**src/rtl/ecc_err_log_pkg.sv**
```systemverilog
package ecc_err_log_pkg;

  localparam int REG_W = 32;
  localparam int ST_W  = 16;

  localparam int ST_CE    = 0;
  localparam int ST_UE    = 1;
  localparam int ST_REFTO = 8;
  localparam int ST_LOCK  = 9;
  localparam int ST_THERM = 11;

  localparam logic [ST_W-1:0] ST_IMPL_MASK = 16'h0B03;
  localparam logic [ST_W-1:0] ECC_ONLY_MASK = 16'h0003;

  localparam int NUM_PATHS = 3;

  // register select, decoded from byte offset bits 4:2
  typedef enum logic [2:0] {
    SEL_STATUS = 3'd0,
    SEL_ADDR   = 3'd1,
    SEL_XADDR  = 3'd2,
    SEL_SYN    = 3'd3,
    SEL_DEST   = 3'd4,
    SEL_CMD0   = 3'd5,
    SEL_CMD1   = 3'd6,
    SEL_CMD2   = 3'd7
  } reg_sel_e;

endpackage

```
**src/rtl/ecc_rst_sync.sv**
```systemverilog
module ecc_rst_sync (
  input  logic clk,
  input  logic rst_n_i,
  output logic rst_n_o
);
  logic s1_q;
  logic s2_q;

  always_ff @(posedge clk or negedge rst_n_i) begin
    if (!rst_n_i) begin
      s1_q <= 1'b0;
      s2_q <= 1'b0;
    end else begin
      s1_q <= 1'b1;
      s2_q <= s1_q;
    end
  end

  assign rst_n_o = s2_q;
endmodule

```
**src/rtl/ecc_log_status.sv**
```systemverilog
module ecc_log_status #(
  parameter int              ST_W      = 16,
  parameter logic [ST_W-1:0] IMPL_MASK = '0
) (
  input  logic            clk,
  input  logic            rst_n,
  input  logic [ST_W-1:0] set_i,
  input  logic [ST_W-1:0] clr_i,
  output logic [ST_W-1:0] st_q,
  output logic [ST_W-1:0] st_d
);
  for (genvar i = 0; i < ST_W; i++) begin : g_bit
    if (IMPL_MASK[i]) begin : g_impl
      logic b_q;
      logic b_d;
      logic b_en;

      // a set in the same cycle as a clear wins
      always_comb begin
        b_en = set_i[i] | clr_i[i];
        b_d  = set_i[i] | (b_q & ~clr_i[i]);
      end

      always_ff @(posedge clk or negedge rst_n) begin
        if (!rst_n)    b_q <= 1'b0;
        else if (b_en) b_q <= b_d;
      end

      assign st_q[i] = b_q;
      assign st_d[i] = b_en ? b_d : b_q;
    end else begin : g_rsvd
      assign st_q[i] = 1'b0;
      assign st_d[i] = 1'b0;
    end
  end
endmodule

```
**src/rtl/ecc_log_capture.sv**
```systemverilog
module ecc_log_capture #(
  parameter int LINE_AW = 26,
  parameter int SYN_W   = 8,
  parameter int DEST_W  = 8
) (
  input  logic               clk,
  input  logic               rst_n,
  input  logic               ce_evt,
  input  logic               ue_evt,
  input  logic               ce_held,
  input  logic               ue_held,
  input  logic [LINE_AW-1:0] line_i,
  input  logic               chan_i,
  input  logic [SYN_W-1:0]   syn_i,
  input  logic [DEST_W-1:0]  dest_i,
  output logic [LINE_AW-1:0] line_q,
  output logic               chan_q,
  output logic [SYN_W-1:0]   syn_q,
  output logic [DEST_W-1:0]  dest_q
);
  logic               cap_en;
  logic [LINE_AW-1:0] line_d;
  logic               chan_d;
  logic [SYN_W-1:0]   syn_d;
  logic [DEST_W-1:0]  dest_d;

  // uncorrectable takes over anything short of a held uncorrectable record;
  // correctable only fills an empty record
  always_comb begin
    cap_en = (ue_evt & ~ue_held) | (ce_evt & ~ce_held & ~ue_held);
    line_d = line_i;
    chan_d = chan_i;
    syn_d  = syn_i;
    dest_d = dest_i;
  end

  always_ff @(posedge clk or negedge rst_n) begin
    if (!rst_n) begin
      line_q <= '0;
      chan_q <= 1'b0;
      syn_q  <= '0;
      dest_q <= '0;
    end else if (cap_en) begin
      line_q <= line_d;
      chan_q <= chan_d;
      syn_q  <= syn_d;
      dest_q <= dest_d;
    end
  end
endmodule

```
**src/rtl/ecc_log_notify.sv**
```systemverilog
module ecc_log_notify #(
  parameter int              CMD_W = 16,
  parameter logic [CMD_W-1:0] MASK = '0
) (
  input  logic             clk,
  input  logic             rst_n,
  input  logic             wr_en,
  input  logic [CMD_W-1:0] wdata,
  input  logic [CMD_W-1:0] rise_i,
  output logic [CMD_W-1:0] cmd_q,
  output logic             pulse_q
);
  logic [CMD_W-1:0] cmd_d;
  logic             pulse_d;

  always_comb begin
    cmd_d   = wdata & MASK;
    pulse_d = |(rise_i & cmd_q & MASK);
  end

  always_ff @(posedge clk or negedge rst_n) begin
    if (!rst_n)     cmd_q <= '0;
    else if (wr_en) cmd_q <= cmd_d;
  end

  always_ff @(posedge clk or negedge rst_n) begin
    if (!rst_n) pulse_q <= 1'b0;
    else        pulse_q <= pulse_d;
  end
endmodule

```
**src/rtl/ecc_err_log.sv**
```systemverilog
module ecc_err_log
  import ecc_err_log_pkg::*;
#(
  parameter int ADDR_W     = 33,
  parameter int LINE_SHIFT = 7,
  parameter int SYN_W      = 8,
  parameter int DEST_W     = 8,
  parameter int REG_AW     = 8
) (
  input  logic              clk,
  input  logic              rst_n,
  input  logic              ce_evt,
  input  logic              ue_evt,
  input  logic              refto_evt,
  input  logic              lock_evt,
  input  logic              therm_evt,
  input  logic [ADDR_W-1:0] evt_addr,
  input  logic              evt_chan,
  input  logic [SYN_W-1:0]  evt_syn,
  input  logic [DEST_W-1:0] evt_dest,
  input  logic              reg_wr,
  input  logic [REG_AW-1:0] reg_addr,
  input  logic [REG_W-1:0]  reg_wdata,
  output logic [REG_W-1:0]  reg_rdata,
  output logic              err_line_o,
  output logic              mgmt_int_o,
  output logic              os_int_o
);
  localparam int LINE_AW = ADDR_W - LINE_SHIFT;
  localparam int XW      = ADDR_W - REG_W;
  localparam int LO_LINE = REG_W - LINE_SHIFT;
  localparam logic [ST_W-1:0] PATH_MASK [NUM_PATHS] =
    '{ST_IMPL_MASK, ECC_ONLY_MASK, ECC_ONLY_MASK};

  logic               rst_n_s;
  logic               sel_ok;
  reg_sel_e           sel;
  logic [ST_W-1:0]    set_vec;
  logic [ST_W-1:0]    clr_vec;
  logic [ST_W-1:0]    st_q;
  logic [ST_W-1:0]    st_d;
  logic [ST_W-1:0]    rise_vec;
  logic [LINE_AW-1:0] line_q;
  logic               chan_q;
  logic [SYN_W-1:0]   syn_q;
  logic [DEST_W-1:0]  dest_q;
  logic [ST_W-1:0]    cmd_q   [NUM_PATHS];
  logic [NUM_PATHS-1:0] pulse_vec;
  logic [NUM_PATHS-1:0] cmd_wr;
  logic               unused_ok;

  assign unused_ok = ^{reg_wdata[REG_W-1:ST_W], evt_addr[LINE_SHIFT-1:0]};

  ecc_rst_sync u_rst (
    .clk     (clk),
    .rst_n_i (rst_n),
    .rst_n_o (rst_n_s)
  );

  // register decode
  always_comb begin
    sel_ok  = (reg_addr[REG_AW-1:5] == '0) && (reg_addr[1:0] == 2'b00);
    sel     = reg_sel_e'(reg_addr[4:2]);
    clr_vec = (reg_wr && sel_ok && sel == SEL_STATUS) ? reg_wdata[ST_W-1:0] : '0;
    cmd_wr  = '0;
    if (reg_wr && sel_ok) begin
      cmd_wr[0] = (sel == SEL_CMD0);
      cmd_wr[1] = (sel == SEL_CMD1);
      cmd_wr[2] = (sel == SEL_CMD2);
    end
  end

  always_comb begin
    set_vec           = '0;
    set_vec[ST_CE]    = ce_evt;
    set_vec[ST_UE]    = ue_evt;
    set_vec[ST_REFTO] = refto_evt;
    set_vec[ST_LOCK]  = lock_evt;
    set_vec[ST_THERM] = therm_evt;
  end

  ecc_log_status #(
    .ST_W      (ST_W),
    .IMPL_MASK (ST_IMPL_MASK)
  ) u_status (
    .clk   (clk),
    .rst_n (rst_n_s),
    .set_i (set_vec),
    .clr_i (clr_vec),
    .st_q  (st_q),
    .st_d  (st_d)
  );

  assign rise_vec = st_d & ~st_q;

  ecc_log_capture #(
    .LINE_AW (LINE_AW),
    .SYN_W   (SYN_W),
    .DEST_W  (DEST_W)
  ) u_capture (
    .clk     (clk),
    .rst_n   (rst_n_s),
    .ce_evt  (ce_evt),
    .ue_evt  (ue_evt),
    .ce_held (st_q[ST_CE]),
    .ue_held (st_q[ST_UE]),
    .line_i  (evt_addr[ADDR_W-1:LINE_SHIFT]),
    .chan_i  (evt_chan),
    .syn_i   (evt_syn),
    .dest_i  (evt_dest),
    .line_q  (line_q),
    .chan_q  (chan_q),
    .syn_q   (syn_q),
    .dest_q  (dest_q)
  );

  for (genvar p = 0; p < NUM_PATHS; p++) begin : g_path
    ecc_log_notify #(
      .CMD_W (ST_W),
      .MASK  (PATH_MASK[p])
    ) u_notify (
      .clk     (clk),
      .rst_n   (rst_n_s),
      .wr_en   (cmd_wr[p]),
      .wdata   (reg_wdata[ST_W-1:0]),
      .rise_i  (rise_vec),
      .cmd_q   (cmd_q[p]),
      .pulse_q (pulse_vec[p])
    );
  end

  assign err_line_o = pulse_vec[0];
  assign mgmt_int_o = pulse_vec[1];
  assign os_int_o   = pulse_vec[2];

  // read mux
  always_comb begin
    reg_rdata = '0;
    if (sel_ok) begin
      unique case (sel)
        SEL_STATUS: reg_rdata = REG_W'(st_q);
        SEL_ADDR:   reg_rdata = {line_q[LO_LINE-1:0], {(LINE_SHIFT-1){1'b0}}, chan_q};
        SEL_XADDR:  reg_rdata = REG_W'(line_q[LINE_AW-1 -: XW]);
        SEL_SYN:    reg_rdata = REG_W'(syn_q);
        SEL_DEST:   reg_rdata = REG_W'(dest_q);
        SEL_CMD0:   reg_rdata = REG_W'(cmd_q[0]);
        SEL_CMD1:   reg_rdata = REG_W'(cmd_q[1]);
        SEL_CMD2:   reg_rdata = REG_W'(cmd_q[2]);
        default:    reg_rdata = '0;
      endcase
    end
  end
endmodule

```
**config.mk**
```make
export PLATFORM = sky130hd
export DESIGN_NAME = ecc_err_log
export DESIGN_NICKNAME = d
export VERILOG_FILES = /design/src/rtl/ecc_err_log_pkg.sv /design/src/rtl/ecc_rst_sync.sv /design/src/rtl/ecc_log_status.sv /design/src/rtl/ecc_log_capture.sv /design/src/rtl/ecc_log_notify.sv /design/src/rtl/ecc_err_log.sv
export SDC_FILE = /design/constraint.sdc
export NUM_CORES = 1
export LEC_CHECK = 0
export BUFFER_PORTS_ARGS = -buffer_cell sky130_fd_sc_hd__buf_4
export CAP_MARGIN = 0
export CORE_UTILIZATION = 38
export DETAILED_ROUTE_END_ITERATION = 6
export PLACE_DENSITY = 0.76
export SKIP_CTS_REPAIR_TIMING = 1
export SLEW_MARGIN = 20
export SYNTH_ARGS = -nofsm -noshare
export SYNTH_HDL_FRONTEND = slang
export SYNTH_SLANG_ARGS = --single-unit
```
**constraint.sdc**
```tcl
create_clock -name clk -period 5 [get_ports clk]
set_input_delay 0.75 -clock clk [delete_from_list [all_inputs] [get_ports clk]]
set_output_delay 0.75 -clock clk [all_outputs]
set_load 0.02 [all_outputs]
```
==> impl_metrics.toml, run 1 <==
[synthesis]
yosys_warnings = 0
synth_common_cells = "dfrtp_1 (62), mux2_2 (53), and2_1 (21)"
synth_area_um2 = 2930
ys_ff_latch = 62
synthesis.nets = 338
synth_cells = 240
synth_edf_count = 0
async_flop_share_pct = 100
yosysUniqueCellTypes = 38
synthMostInstantiatedCell = "dfrtp_1"
ys_seq_area_share_pct = 53.0
synth.top_cell.area_share_pct = 53.0
dominantRegCellSynth = "dfrtp_1"
synth_area_leaders = "dfrtp_1 (53%), mux2_2 (20%), and2_1 (4.5%)"
synth_area_leader_cell = "dfrtp_1"
avgSynthCellArea_um2 = 12.2

[detailed_routing]
drc = 0
wire_per_inst_um = 15.4
vias = 2235
dr.pass1.iters = 4
antenna_left = 0
drtIter0Drc = 173
vias_per_cell = 5.15
wirelength_um = 6680

[sta]
fin_crit_ns = 3.24
fmax_mhz = 308
hold_viol_final = 0
rsz0062_at_grt = "false"
fin_crit_sh_pct = 64.9
fin_ws_ns = 1.76
max_slew_margin_pct = 30.0
worst_slew_pin_slew_ns = 1.05
holdWs_ns = 0.192
fin_tns_setup_ns = 0
finalSetupViolCount = 0
skew_ns = 0.0116
slew_violations = 0

[cts]
cts_buffer_depth = 2
insertion_delay_ns = 0.34
cts_htree_levels = 3
clkSlewWorstSetupHoldPaths_ns = 0.06
cts_tree = "yes"
cts_num_sinks = 62
cts-buffers-inserted = 9
cts_root_buffer = "clkbuf_8"

[placement]
globalplace.congestion = 0.803
dp_hpwl_um = 4650
pre_cts_slack_ns = 1.47
io_buffer_count = 98

[global_routing]
track_usage_pct = 17.5
grt_max_degree = 61
grt_pass1_wl_um = 11100
overflow = 0
antenna_found_initial = 0
grt_pass1_vias = 2294

[critical_path]
critPathTopFamily = "simple AND/OR/NAND/NOR gates"
cp_max_fo = 11
crit_required_ns = 4.25
crit_path_end_kind = "output port"
worst_r2r_path_depth = 3
path_buf_inv = 2
crit_top_cell = "buf_4"
startpoint_type = "input port"
arrival_ns = 2.49
slowest_stage = "or4_4"
path_depth = 5
cp_slowest_stage_delay_ns = 0.64
worst-setup-path-type = "input port to output port"
worstPathCellList = "buf_4 -> or4_4 -> or2_0 -> a311oi_1 -> buf_4"

[finish]
regArea_um2 = 1550
fillers = 672
multiInputGateArea_um2 = 1290
drive_above_1_share_pct = 51.6
fin_nets = 430
area_growth_pct = 32.8
diodes = 0

[pwr]
irDropWorstVdd_v = 0.000157
p_leak_uw = 0.00194
p_per_area_nw_per_um2 = 250

[floorplanning]
dieArea_um2 = 8060
pin_count = 133
initial_core_util_pct = 39.7
row_count = 31
die_w_um = 89.8
dieHeight_um = 89.8
core_um2 = 7370

[min_path]
hold_path_class = "input port to async pin"

[run_status]
status = "complete, no violations"

[run]
maxCapViolCount = 0
-- state kept, by name, summed over array words and instances, names as in the netlist, named ones only --
signal	cells
g_path.u_notify.pulse_q	3
u_capture.chan_q	1
g_path.u_notify.cmd_q	9
u_capture.line_q	26
u_rst.rst_n_o	1
u_rst.s1_q	1
u_capture.dest_q	8
u_capture.syn_q	8
-- cells in the final DEF, fill, tap and decap left out, types with 6 or more instances in the layout --
cell type	Yosys	final
buf_4	0	99
dfrtp_1	62	61
mux2_2	53	53
and2_1	21	21
clkbuf_8	0	10
nor3_1	10	9
nand2_1	8	8
nor2_1	7	7
nor2b_1	6	6
-- power breakdown --
| group | switching (µW) | internal, µW |
|---|---|---|
| combinational | 37.5 | 46.2 |
| sequential | 5.46 | 512 |
| clock | 188 | 186 |
| total | 231 | 744 |
-- metrics by stage --
stage	util (%)	instance area [µm²]	instances	power [µW]
4_1_cts	52.7	3880	434	988
3_3_place_gp	50.5	3720	420	608
6_report	52.8	3890	434	974
5_1_grt	52.8	3890	434	1020
3_5_place_dp	50.5	3720	420	611
2_1_floorplan	-	2930	240	561
-- kinds of logic (layout without fill, tap and decap cells) --
| group | count (synthesis) | after routing | share of synthesized area, % |
|---|---|---|---|
| AO/OA/AOI/OAI | 24 | 24 | 6.58 |
| flip-flops | 62 | 62 | 53.0 |
| other | 1 | 1 | 0.128 |
| buffers and inverters | 22 | 117 | 3.29 |
| AND/OR/NAND/NOR | 76 | 76 | 15.5 |
| multiplexers | 55 | 55 | 21.5 |
-- worst register-to-register path, stage by stage, from the launching register on --
cell,delay (ns)
dfrtp_1,0.40
nor2b_1,0.27
o21a_2,0.87
mux2_2,0.46
-- final timing paths --
kind | from | endpoint | slack, ns
worst max-delay path | reg_addr[6] | reg_rdata[1] | 1.76
worst min-delay path | rst_n | u_rst.rst_n_o | 0.19
worst max register to register | flip-flop | u_capture.line_q[1] | 2.88
worst min register to register | u_rst.s1_q | u_rst.rst_n_o | 0.35
max in group asynchronous | u_rst.rst_n_o | u_capture.syn_q[6] | 4.07
min in group clk | u_rst.s1_q | u_rst.rst_n_o | 0.35
-- final cells by class --
class,count,area share [%]
well taps,99,3.18
multi-input cells,156,33.2
clock inverters,4,0.643
flip-flops and latches,62,39.9
repair buffers,99,19.1
inverters,4,0.386
clock buffers,10,3.54
-- routing by layer --
layer	vias to the layer above	track usage (%)	part of all wire, %
li1	1041	-	-
met1	1099	22.4	44
met2	80	27.0	47
met3	15	6.18	7.6
met4	0	6.97	1.8
met5	-	0	0
No activity file was read; power rests on OpenSTA's default activity.
==> inputs of run 2 (changes only) <==
--- a/config.mk
+++ b/config.mk
@@ -5,11 +5,12 @@
 export SDC_FILE = /design/constraint.sdc
 export NUM_CORES = 1
 export LEC_CHECK = 0
+export ABC_AREA = 1
 export BUFFER_PORTS_ARGS = -buffer_cell sky130_fd_sc_hd__buf_4
 export CAP_MARGIN = 0
 export CORE_UTILIZATION = 38
 export DETAILED_ROUTE_END_ITERATION = 6
-export PLACE_DENSITY = 0.76
+export PLACE_DENSITY = 0.78
 export SKIP_CTS_REPAIR_TIMING = 1
 export SLEW_MARGIN = 20
 export SYNTH_ARGS = -nofsm -noshare
==> constraint.sdc (replaced) <==
create_clock -name clk -period 2.7 [get_ports clk]
set_input_delay 0.405 -clock clk [delete_from_list [all_inputs] [get_ports clk]]
set_output_delay 0.405 -clock clk [all_outputs]
set_load 0.02 [all_outputs]
==> impl_metrics.toml, run 2 <==
[pwr]
seqPwrFrac_pct = 47.2
clkPwrFrac_pct = 42.6
p_switching_uw = 515
comb_power_share_pct = 10.2
p_total_uw = 2220
irDropWorstVdd_v = 0.000258
switching_share_pct = 23.2
p_leak_uw = 0.00219
p_per_area_nw_per_um2 = 538
internal-power_uw = 1710

[sta]
slew_violations = 0
max_slew_margin_pct = 47.2
worst_slew_pin_slew_ns = 0.789
rsz0062_at_grt = "false"
finalSetupViolCount = 0
skew_ns = 0.00519
holdWs_ns = 0.204
fin_tns_setup_ns = 0
fmax_mhz = 472
hold_viol_final = 0
fin_crit_ns = 2.12
fin_crit_sh_pct = 78.5

[critical_path]
crit_required_ns = 2.30
crit_path_start = "reg_addr[7]"
arrival_ns = 1.71
crit_path_end_kind = "output port"
reg2reg_slack_ns = 0.99
cp_max_fo = 8
worst-setup-path-type = "input port to output port"
startpoint_type = "input port"

[synthesis]
synth_common_cells = "nand2_1 (138), dfrtp_1 (62), nand3_1 (62)"
synth_area_leader_cell = "dfrtp_1"
synth_area_um2 = 3090
yosys_warnings = 0
dominantRegCellSynth = "dfrtp_1"
ys_ff_latch = 62
synth_area_leaders = "dfrtp_1 (50%), nand2_1 (17%), nand3_1 (10%)"
async_flop_share_pct = 100
synthMostInstantiatedCell = "nand2_1"
yosysUniqueCellTypes = 20
avgSynthCellArea_um2 = 7.83
synth_edf_count = 0
synth.top_cell.area_share_pct = 50.3
synthesis.nets = 492
synth_cells = 394
ys_seq_area_share_pct = 50.3

[floorplanning]
core_um2 = 7810
dieArea_um2 = 8480
row_count = 32
die_w_um = 92.1
initial_core_util_pct = 39.5
dieHeight_um = 92.1
pin_count = 133

[cts]
cts_htree_levels = 3
insertion_delay_ns = 0.34
cts_buffer_depth = 2
clkSlewWorstSetupHoldPaths_ns = 0.07
cts_tree = "yes"
cts_num_sinks = 62
cts_root_buffer = "clkbuf_8"
cts-buffers-inserted = 9

[global_routing]
grt_max_degree = 46
grt_pass1_wl_um = 13100
antenna_found_initial = 0
track_usage_pct = 19.8
overflow = 0
grt_pass1_vias = 2798

[placement]
place_area_um2 = 3880
dp_hpwl_um = 5550
dpl.cell_count = 576
io_buffer_count = 98
globalplace.congestion = 0.852

[finish]
layout.cells.non_filler = 593
drive_above_1_share_pct = 26.1
diodes = 0
largest_register = "u_capture.line_q"
fin_nets = 584
area_growth_pct = 33.8
design_area_um2 = 4130
largest_register_ffs = 26
fillers = 731
final_cell_mix = "nand2_1 (138), buf_4 (104), nand3_1 (62)"
final_common_cell = "nand2_1"
reg_top3 = "u_capture.line_q (26), g_path.u_notify.cmd_q (9)"

[min_path]
hold_path_class = "flip-flop to async pin"

[detailed_routing]
vias = 3066
top_layer = "met4"
wl_met2_um = 3880
drc = 0
dr.pass1.iters = 4
vias_per_cell = 5.17
wl_met3_um = 666
wirelength_um = 7960
wire_per_inst_um = 13.4
wl_met1_um = 3300
drtIter0Drc = 223
antenna_left = 0

[run_status]
status = "complete, no violations"

[run]
maxCapViolCount = 0
[run 2: changes by cell type in the layout (fill, tap and decap cells not counted), moves of 7 or more]
| cell | before | now |
|---|---|---|
| nor3b_1 | 1 | 21 |
| mux2_2 | 53 | 0 |
| and2_1 | 21 | 0 |
| a21oi_1 | 0 | 7 |
| inv_1 | 4 | 23 |
| nand2_1 | 8 | 138 |
| nand4_1 | 1 | 23 |
| nor3_1 | 9 | 0 |
| nand3_1 | 5 | 62 |
[run 2: power by group through the flow]
stage / sequential [µW] / combinational (µW) / clock [µW]
6_report: 1050 / 228 / 946
5_1_grt: 1060 / 256 / 1010
4_1_cts: 1050 / 228 / 959
3_5_place_dp: 1060 / 228 / 0
3_3_place_gp: 1060 / 221 / 0
2_1_floorplan: 1060 / 117 / 0
[run 2: path summary, 6_finish.rpt]
| kind | endpoint | depth (start not counted) |
|---|---|---|
| setup / recovery | reg_rdata[4] | 7 |
| hold / removal | u_capture.line_q[22] | 0 |
| setup reg to reg | u_capture.chan_q | 5 |
| min in group clk | flip-flop | 3 |
| max in group asynchronous | g_path[2].u_notify.cmd_q[0] | 1 |
| hold reg to reg | u_capture.line_q[22] | 0 |
[run 2: metrics by stage]
step / util, % / setup slack (ns)
finish: 52.9 / 0.581
detailed placement: 49.7 / 0.614
global route: 52.9 / 0.502
floorplan: - / 0.786
global placement: 49.7 / 0.642
CTS: 52.7 / 0.605
[run 2: final cells by class]
class / instances / area, µm² / area share, %
flip-flops and latches: 62 / 1550 / 37.6
repair buffers: 105 / 791 / 19.2
inverters: 27 / 101 / 2.46
multi-input cells: 281 / 1320 / 32.0
well taps: 102 / 128 / 3.09
clock inverters: 3 / 65.1 / 1.58
clock buffers: 13 / 169 / 4.09
[run 2: kinds of logic after synthesis]
family	synth area share, %
AO/OA/AOI/OAI	3.12
buffers and inverters	6.89
flip-flops	50.3
other	0.122
AND/OR/NAND/NOR	39.6
[run 2: worst max-delay path, stage by stage]
cell,delay [ns]
buf_4,0.11
nor2_1,0.13
nand2_1,0.07
nor2_1,0.42
nand2_1,0.22
a21oi_1,0.19
buf_4,0.16
[run 2: metal layers]
layer / up-vias / track usage (%)
met4: 0 / 7.55
li1: 1476 / -
met3: 14 / 6.55
met2: 137 / 32.1
met1: 1439 / 24.4
met5: - / 0
==> inputs of run 3 (changes only) <==
--- a/config.mk
+++ b/config.mk
@@ -10,7 +10,7 @@
 export CAP_MARGIN = 0
 export CORE_UTILIZATION = 38
 export DETAILED_ROUTE_END_ITERATION = 6
-export PLACE_DENSITY = 0.78
+export PLACE_DENSITY = 0.75
 export SKIP_CTS_REPAIR_TIMING = 1
 export SLEW_MARGIN = 20
 export SYNTH_ARGS = -nofsm -noshare
==> constraint.sdc (replaced) <==
create_clock -name clk -period 2 [get_ports clk]
set_input_delay 0.3 -clock clk [delete_from_list [all_inputs] [get_ports clk]]
set_output_delay 0.3 -clock clk [all_outputs]
set_load 0.02 [all_outputs]
==> impl_metrics.toml, run 3 (same netlist as run 2, synthesis figures left out) <==
[finish]
diodes = 0
drive_above_1_share_pct = 26.1
reg_top3 = "u_capture.line_q (26), g_path.u_notify.cmd_q (9)"
fin_nets = 586
largest_register = "u_capture.line_q"
final_common_cell = "nand2_1"
area_growth_pct = 32.4
fillers = 779
final_cell_mix = "nand2_1 (138), buf_4 (105), nand3_1 (62)"
largest_register_ffs = 26

[min_path]
min_from = "therm_evt"
hold_path_class = "input port to flip-flop"
hold_path_depth = 3

[critical_path]
cp_max_fo = 22
reg2reg_slack_ns = 0.48
worst_r2r_path_depth = 5
r2r-end = "u_capture.dest_q[0]"
startpoint_type = "input port"
arrival_ns = 1.49
crit_path_end_kind = "output port"
crit_required_ns = 1.70
worst-setup-path-type = "input port to output port"

[floorplanning]
dieArea_um2 = 8480
die_w_um = 92.1
dieHeight_um = 92.1
pin_count = 133
row_count = 32
core_um2 = 7810
initial_core_util_pct = 39.5

[run]
maxCapViolCount = 0

[detailed_routing]
wire_per_inst_um = 13.6
drtIter0Drc = 157
vias_per_cell = 5.04
drc = 0
vias = 2990
dr.pass1.iters = 4
wirelength_um = 8050
antenna_left = 0

[placement]
dp_hpwl_um = 5590
globalplace.congestion = 0.834
pre_cts_slack_ns = 0.233
io_buffer_count = 98

[sta]
fin_crit_sh_pct = 89.6
fmax_mhz = 558
slew_violations = 0
fin_crit_ns = 1.79
fin_ws_ns = 0.208
hold_viol_final = 0
finalSetupViolCount = 0
skew_ns = 0.00897
rsz0062_at_grt = "false"
fin_tns_setup_ns = 0

[cts]
cts_num_sinks = 62
cts_htree_levels = 3
clkSlewWorstSetupHoldPaths_ns = 0.06
cts_tree = "yes"
insertion_delay_ns = 0.33
cts_buffer_depth = 2
cts-buffers-inserted = 9
cts_root_buffer = "clkbuf_8"

[pwr]
irDropWorstVdd_v = 0.000388
p_leak_uw = 0.00217
p_per_area_nw_per_um2 = 654
p_total_uw = 2670

[global_routing]
grt_pass1_vias = 2829
grt_max_degree = 61
antenna_found_initial = 0
track_usage_pct = 20.0
grt_pass1_wl_um = 13200
overflow = 0

[run_status]
status = "complete, no violations"
-- run 3: changes by cell type in the layout (fill, tap and decap cells not counted), sizes merged --
cell    previous run  this run
buf              104       106
clkinv             1         2
bufinv             2         0
clkbuf            13        12
-- run 3: worst max path at each step --
stage                   from  slack [ns]  cells after the start           end
2_1_floorplan  u_rst.rst_n_o        0.15                      0     async pin
3_3_place_gp     reg_addr[3]        0.21                      8  reg_rdata[0]
3_5_place_dp     reg_addr[3]        0.23                      8  reg_rdata[0]
4_1_cts          reg_addr[3]        0.23                      8  reg_rdata[0]
5_1_grt          reg_addr[3]        0.13                      8  reg_rdata[0]
6_report         reg_addr[3]        0.21                      8  reg_rdata[0]
-- run 3: metal layers --
layer | track usage, % | vias up | share of wire, %
met5 | 0 | - | 0
met1 | 24.0 | 1392 | 42
met3 | 7.46 | 16 | 6.9
met2 | 32.5 | 102 | 49
met4 | 7.94 | 0 | 2.7
li1 | - | 1480 | -
-- run 3: critical path, cell delays in order --
cell,delay (ns)
buf_4,0.17
inv_2,0.14
nand3_1,0.09
buf_4,0.22
nor2_1,0.12
nor2_1,0.05
a21oi_1,0.21
buf_4,0.18
-- run 3: final cells by class --
type | count | area [µm²] | area share, %
Inverter | 27 | 101 | 2.48
Clock inverter | 2 | 10.0 | 0.245
Timing Repair Buffer | 107 | 818 | 20.0
Tap cell | 102 | 128 | 3.12
Sequential cell | 62 | 1550 | 38.0
Clock buffer | 12 | 155 | 3.80
Multi-Input combinational cell | 281 | 1320 | 32.3
-- run 3: where the power goes --
part | total, µW | internal (µW) | leakage [µW] | switching (µW)
combinational | 317 | 152 | 0.00130 | 165
clock | 947 | 499 | 0.0000881 | 447
sequential | 1410 | 1350 | 0.000789 | 54.9
-- run 3: per-stage QoR --
step	hold slack (ns)	utilization (%)	area [µm²]	instances
floorplan	0.00441	-	3090	394
global placement	0.0840	50.1	3910	578
detailed placement	0.0843	50.1	3910	578
CTS	-0.281	52.2	4080	592
global route	0.166	52.3	4090	593
finish	0.161	52.3	4090	593
